`src/rtl/bridge_guard_pkg.sv`:
```
package bridge_guard_pkg;

  typedef enum logic [1:0] {
    PM_AUTO  = 2'd0,
    PM_LATCH = 2'd1,
    PM_OFF   = 2'd2
  } prot_mode_e;

  // reserved code maps onto latching behaviour
  function automatic prot_mode_e decode_mode(input logic [1:0] sel);
    case (sel)
      2'b00:   return PM_AUTO;
      2'b10:   return PM_OFF;
      default: return PM_LATCH;
    endcase
  endfunction

  // returns {otw_n, sd_n}
  function automatic logic [1:0] status_pair(input logic hold_hi,
                                              input logic tripped,
                                              input logic ot_cause,
                                              input logic warn);
    if (hold_hi && tripped) return {~ot_cause, 1'b0};
    return {~warn, 1'b1};
  endfunction

  function automatic logic count_hits(input int unsigned cnt_now,
                                      input int unsigned target);
    return (cnt_now + 1) == target;
  endfunction

endpackage

```
`src/rtl/bg_pwm_sync.sv`:
```
module bg_pwm_sync #(
  parameter int unsigned STAGES = 2
) (
  input  logic clk,
  input  logic rst_n,
  input  logic pwm_in,
  output logic rise
);
  logic [STAGES:0] chain;

  generate
    for (genvar i = 0; i <= STAGES; i++) begin : g_stage
      if (i == 0) begin : g_first
        always_ff @(posedge clk or negedge rst_n)
          if (!rst_n) chain[0] <= 1'b0;
          else        chain[0] <= pwm_in;
      end else begin : g_next
        always_ff @(posedge clk or negedge rst_n)
          if (!rst_n) chain[i] <= 1'b0;
          else        chain[i] <= chain[i-1];
      end
    end
  endgenerate

  // synchronised level is chain[STAGES-1]; chain[STAGES] is its previous value
  assign rise = chain[STAGES-1] & ~chain[STAGES];

  p_single_rise_r10: assert property (@(posedge clk) disable iff (!rst_n)
    rise |=> !rise);

endmodule

```
`src/rtl/bg_recov_timer.sv`:
```
module bg_recov_timer
  import bridge_guard_pkg::*;
#(
  parameter int unsigned REC_CYCLES = 512
) (
  input  logic clk,
  input  logic rst_n,
  input  logic restart,
  input  logic enable,
  input  logic tick,
  output logic half_hit,
  output logic full_hit
);
  localparam int unsigned HALF = REC_CYCLES / 2;
  localparam int unsigned CW   = $clog2(REC_CYCLES + 1);

  logic [CW-1:0] cnt;
  logic          step;

  assign step     = enable && tick && !restart;
  assign half_hit = step && count_hits(int'(cnt), HALF);
  assign full_hit = step && count_hits(int'(cnt), REC_CYCLES);

  always_ff @(posedge clk or negedge rst_n) begin
    if (!rst_n)                           cnt <= '0;
    else if (restart)                     cnt <= '0;
    else if (step && int'(cnt) < REC_CYCLES) cnt <= cnt + 1'b1;
  end

  p_cnt_cap_r4: assert property (@(posedge clk) disable iff (!rst_n)
    int'(cnt) <= REC_CYCLES);
  p_restart_zero_r5: assert property (@(posedge clk) disable iff (!rst_n)
    restart |=> cnt == '0);

endmodule

```
`src/rtl/bg_trip_ctrl.sv`:
```
module bg_trip_ctrl
  import bridge_guard_pkg::*;
(
  input  logic       clk,
  input  logic       rst_n,
  input  prot_mode_e mode,
  input  logic       hold_n,
  input  logic       err_now,
  input  logic       ot_now,
  input  logic       half_hit,
  input  logic       full_hit,
  output logic       err_evt,
  output logic       hold_fall,
  output logic       trip,
  output logic       busy,
  output logic       ot_cause
);
  logic hold_q;
  logic prot_on;
  logic is_auto;

  assign prot_on   = (mode != PM_OFF);
  assign is_auto   = (mode == PM_AUTO);
  assign hold_fall = hold_q && !hold_n;
  assign err_evt   = err_now && prot_on && hold_n;

  always_ff @(posedge clk or negedge rst_n)
    if (!rst_n) hold_q <= 1'b0;
    else        hold_q <= hold_n;

  always_ff @(posedge clk or negedge rst_n) begin
    if (!rst_n) begin
      trip     <= 1'b0;
      busy     <= 1'b0;
      ot_cause <= 1'b0;
    end else if (!prot_on || hold_fall) begin
      trip     <= 1'b0;
      busy     <= 1'b0;
      ot_cause <= 1'b0;
    end else if (err_evt) begin
      trip     <= 1'b1;
      busy     <= is_auto;
      ot_cause <= (trip && ot_cause) || ot_now;
    end else if (is_auto) begin
      if (half_hit) begin
        trip     <= 1'b0;
        ot_cause <= 1'b0;
      end
      if (full_hit) busy <= 1'b0;
    end else begin
      busy <= 1'b0;
    end
  end

  p_err_trips_r2: assert property (@(posedge clk) disable iff (!rst_n)
    err_evt |=> trip);
  p_fall_clears_r6: assert property (@(posedge clk) disable iff (!rst_n)
    hold_fall |=> !trip && !busy);
  p_latch_keeps_r6: assert property (@(posedge clk) disable iff (!rst_n)
    (mode == PM_LATCH && trip && !hold_fall) |=> trip);
  p_off_quiet_r9: assert property (@(posedge clk) disable iff (!rst_n)
    (mode == PM_OFF) |=> !trip && !busy);

endmodule

```
`src/rtl/bridge_guard.sv`:
```
module bridge_guard
  import bridge_guard_pkg::*;
#(
  parameter int unsigned REC_CYCLES  = 512,
  parameter int unsigned SYNC_STAGES = 2
) (
  input  logic       clk,
  input  logic       rst_n,
  input  logic       hold_n,
  input  logic [1:0] mode_sel,
  input  logic       pwm_in,
  input  logic       ocp_a,
  input  logic       ocp_b,
  input  logic       uv_err,
  input  logic       ot_err,
  input  logic       ot_warn,
  output logic       hiz,
  output logic       sd_n,
  output logic       otw_n
);
  prot_mode_e mode;
  logic       pwm_rise;
  logic       err_now;
  logic       err_evt;
  logic       hold_fall;
  logic       trip;
  logic       busy;
  logic       ot_cause;
  logic       half_hit;
  logic       full_hit;
  logic       tmr_restart;
  logic [1:0] status;

  assign mode        = decode_mode(mode_sel);
  assign err_now     = ocp_a | ocp_b | uv_err | ot_err;
  assign tmr_restart = err_evt | hold_fall | (mode != PM_AUTO);

  bg_pwm_sync #(.STAGES(SYNC_STAGES)) u_sync (
    .clk    (clk),
    .rst_n  (rst_n),
    .pwm_in (pwm_in),
    .rise   (pwm_rise)
  );

  bg_recov_timer #(.REC_CYCLES(REC_CYCLES)) u_timer (
    .clk      (clk),
    .rst_n    (rst_n),
    .restart  (tmr_restart),
    .enable   (busy),
    .tick     (pwm_rise),
    .half_hit (half_hit),
    .full_hit (full_hit)
  );

  bg_trip_ctrl u_trip (
    .clk       (clk),
    .rst_n     (rst_n),
    .mode      (mode),
    .hold_n    (hold_n),
    .err_now   (err_now),
    .ot_now    (ot_err),
    .half_hit  (half_hit),
    .full_hit  (full_hit),
    .err_evt   (err_evt),
    .hold_fall (hold_fall),
    .trip      (trip),
    .busy      (busy),
    .ot_cause  (ot_cause)
  );

  assign status = status_pair(hold_n, trip, ot_cause, ot_warn);
  assign otw_n  = status[1];
  assign sd_n   = status[0];
  assign hiz    = !hold_n || trip || busy;

  p_hold_low_r7: assert property (@(posedge clk) disable iff (!rst_n)
    !hold_n |-> hiz && sd_n);
  p_sd_implies_hiz_r8: assert property (@(posedge clk) disable iff (!rst_n)
    !sd_n |-> hiz);
  p_mode_reserved_r1: assert property (@(posedge clk) disable iff (!rst_n)
    (mode_sel == 2'b11) |-> mode == PM_LATCH);

endmodule

```
`config.mk`:
```
export PLATFORM = sky130hd
export DESIGN_NAME = bridge_guard
export DESIGN_NICKNAME = d
export VERILOG_FILES = /design/src/rtl/bridge_guard_pkg.sv /design/src/rtl/bg_pwm_sync.sv /design/src/rtl/bg_recov_timer.sv /design/src/rtl/bg_trip_ctrl.sv /design/src/rtl/bridge_guard.sv
export SDC_FILE = /design/constraint.sdc
export NUM_CORES = 1
export LEC_CHECK = 0
export BUFFER_PORTS_ARGS = -buffer_cell sky130_fd_sc_hd__buf_2
export CAP_MARGIN = 20
export CORE_MARGIN = 2
export CORE_UTILIZATION = 45
export DETAILED_ROUTE_END_ITERATION = 8
export PLACE_DENSITY = 0.71
export SYNTH_ARGS = -nofsm -noshare
export SYNTH_HDL_FRONTEND = slang
export SYNTH_SLANG_ARGS = --single-unit
```
`constraint.sdc`:
```
create_clock -name clk -period 1.75 [get_ports clk]
set_input_delay 0.35 -clock clk [delete_from_list [all_inputs] [get_ports clk]]
set_output_delay 0.35 -clock clk [all_outputs]
set_load 0.05 [all_outputs]
```
==> reports/qor.yml <==
status: "finished, final reports clean"
hold_ws_ns: 0.1395
hp-class: "input pin to register"
setup_viol: 0
dp.cells: 161
grt_max_degree: 18
yosysWarningCount: 0
grtUsageTotal: 0.1988
final_max_slew_viol_count: 0
cp_max_fo: 3
nets: 154
layout.cells.non_filler: 168
io_pins: 14
rsz0062_at_grt: "true"
grt_pass1_wl_mm: 3.967
post-place-ws_ns: -0.04211
drt-initial-drc-count: 17
switching_share: 0.2786
num_vias: 934
portBuffers: 13
final_cell_mix: "nor2_1 (17), dfrtp_1 (15), nand2_1 (13), buf_4 (13), buf_2 (12)"
drv_cap: 0
wl_per_cell_um: 14.54
start_util: 0.4768
numCtsBuffers: 3
avgSynthCellArea_um2: 9.179
remaining_drc_errors: 0
clk_path_buf_depth: 2
cp.arrival_ns: 1.91
power-per-cell-area_nw_per_um2: 558.9
grt_pass1_vias: 938
dpl.hpwl_mm: 1.758
worst_pin_slew_ns: 0.3650
drive_gt1_frac: 0.3286
fillCellCount: 206
post-route-min-period_ns: 1.701
overflow: 0
htreeDepth: 1
antenna_cells: 0
path_class: "register to register"
dpl_cell_area_um2: 1222
synthDistinctLibCells: 42
drt-total-wl_mm: 2.443
skew_ns: 0.007755
place.gp.congestion: 0.8676
drt_first_pass_iters: 4
fin_crit_sh: 0.9718
antenna_found_initial: 0
pwr-share-clk: 0.302
syn-num-nets: 129
placementRows: 17
die_y_um: 52.65
share_seq_of_total_power: 0.564
p_comb_frac: 0.134
end_kind: "register"
final_antenna_net_count: 0
netlist_instances: 116
final_common_cell: "nor2_1"
irDropWorstVdd_uv: 476.4
tns_ns: 0
p_total_mw: 0.7293
synth-edff-count: 0
cts_sinks: 17
yosysSeqAreaShare: 0.3995
root_buffer: "clkbuf_4"
finalHoldViolCount: 0
required_ns: 1.96
power.net_switching_mw: 0.2032
die-area_um2: 2772
p_int_mw: 0.5262
async_reset_ff_frac: 1.000
ys_ff_latch: 17
timing.fmax_ghz: 0.5880
tritoncts: "built"
netlist_area_um2: 1065
critPathLaunchType: "register"
timing.final.ws_setup_ns: 0.04935
die-width_um: 52.65
relSlewSlack: 0.7567
postLayoutCoreUtil: 0.5843
clk_latency_ns: 0.31
area_delta_synth_final_pct: 22.56
core_um2: 2233
vias_per_cell: 5.560
cts.clk_slew.worst_paths_ns: 0.11
design_area_um2: 1305
leakage_nw: 0.5828
synth_top_flop_cell: "dfrtp_1"
==> cell type report <==
cell class / instances / area, um2 / area share
inverter: 1 / 3.754 / 0.002876
sequential: 17 / 427.9 / 0.3279
tap: 28 / 35.03 / 0.02685
clock buffer: 3 / 22.52 / 0.01726
multi-input combinational: 91 / 631.9 / 0.4842
timing repair buffer: 27 / 178.9 / 0.1371
clock inverter: 1 / 5.005 / 0.003835
==> worst paths after layout <==
path	startpoint	to	slack, ns	depth (start not counted)
setup / recovery	u_timer.cnt[1]	u_trip.ot_cause	0.05	5
hold / removal	pwm_in	u_sync.chain[0]	0.14	1
setup reg to reg	u_timer.cnt[1]	u_trip.ot_cause	0.05	5
hold reg to reg	u_sync.chain[0]	u_sync.chain[1]	0.36	0
max in group asynchronous	rst_n	u_timer.cnt[3]	0.98	2
min in group asynchronous	rst_n	u_timer.cnt[9]	0.47	2
==> Yosys cell counts, types with 2 or more instances <==
cell type,n,share of area
xor2_1,8,0.066
and3_1,2,0.012
ha_1,2,0.023
mux2i_1,2,0.019
nor3b_1,2,0.014
xnor2_1,2,0.016
clkbuf_1,3,0.011
nand4_1,5,0.029
a21oi_1,2,0.0094
nand2_1,13,0.046
o21ai_0,2,0.0094
nor2_1,17,0.060
nand3_1,8,0.038
dfrtp_1,17,0.40
buf_2,2,0.0094
and3_2,2,0.014
nor3_1,2,0.0094
==> power by group through the flow <==
stage	clock network [mW]	logic, mW	registers [mW]
final	0.220	0.0977	0.412
after global routing	0.237	0.106	0.413
after CTS	0.226	0.0997	0.412
after detailed placement	0	0.0960	0.420
after global placement	0	0.0927	0.419
after floorplan	0	0.0555	0.418
==> what timing repair did <==
item | 4_1_cts | 5_1_grt
hold buffers | 1 | 0
setup buffers | 2 | 0
setup endpoints to repair | 3 | 3
resized for setup | 3 | 5
hold endpoints to repair | 17 | 0
pin swaps | 1 | 7
==> critical path: stages (launching register included) <==
cell       delay [ns]
dfrtp_1          0.41
and2_4           0.17
or4b_4           0.54
a41oi_2          0.19
nand4bb_1        0.13
and3_1           0.16
==> per-layer routing <==
metal | track usage | vias to the layer above | part of all wire
met2 | 0.3688 | 23 | 0.54
met3 | 0.01714 | 5 | 0.024
met5 | 0 | - | 0
li1 | - | 457 | -
met1 | 0.2238 | 449 | 0.42
met4 | 0.09829 | 0 | 0.021
==> state kept, by name, summed over array words and instances, names as in the netlist <==
name	cells
u_trip.busy	1
u_timer.cnt	10
u_trip.hold_q	1
u_trip.trip	1
u_sync.chain	3
u_trip.ot_cause	1
==> cell families after synthesis <==
kind of cell / after synthesis / synth area share
buf+inv: 8 / 0.04113
xor+xnor: 10 / 0.08226
simple gates: 65 / 0.3361
flops: 17 / 0.3995
mux: 2 / 0.01880
compound gates: 12 / 0.09873
fa+ha+maj: 2 / 0.02350
Power figures use the tool's default switching activity.
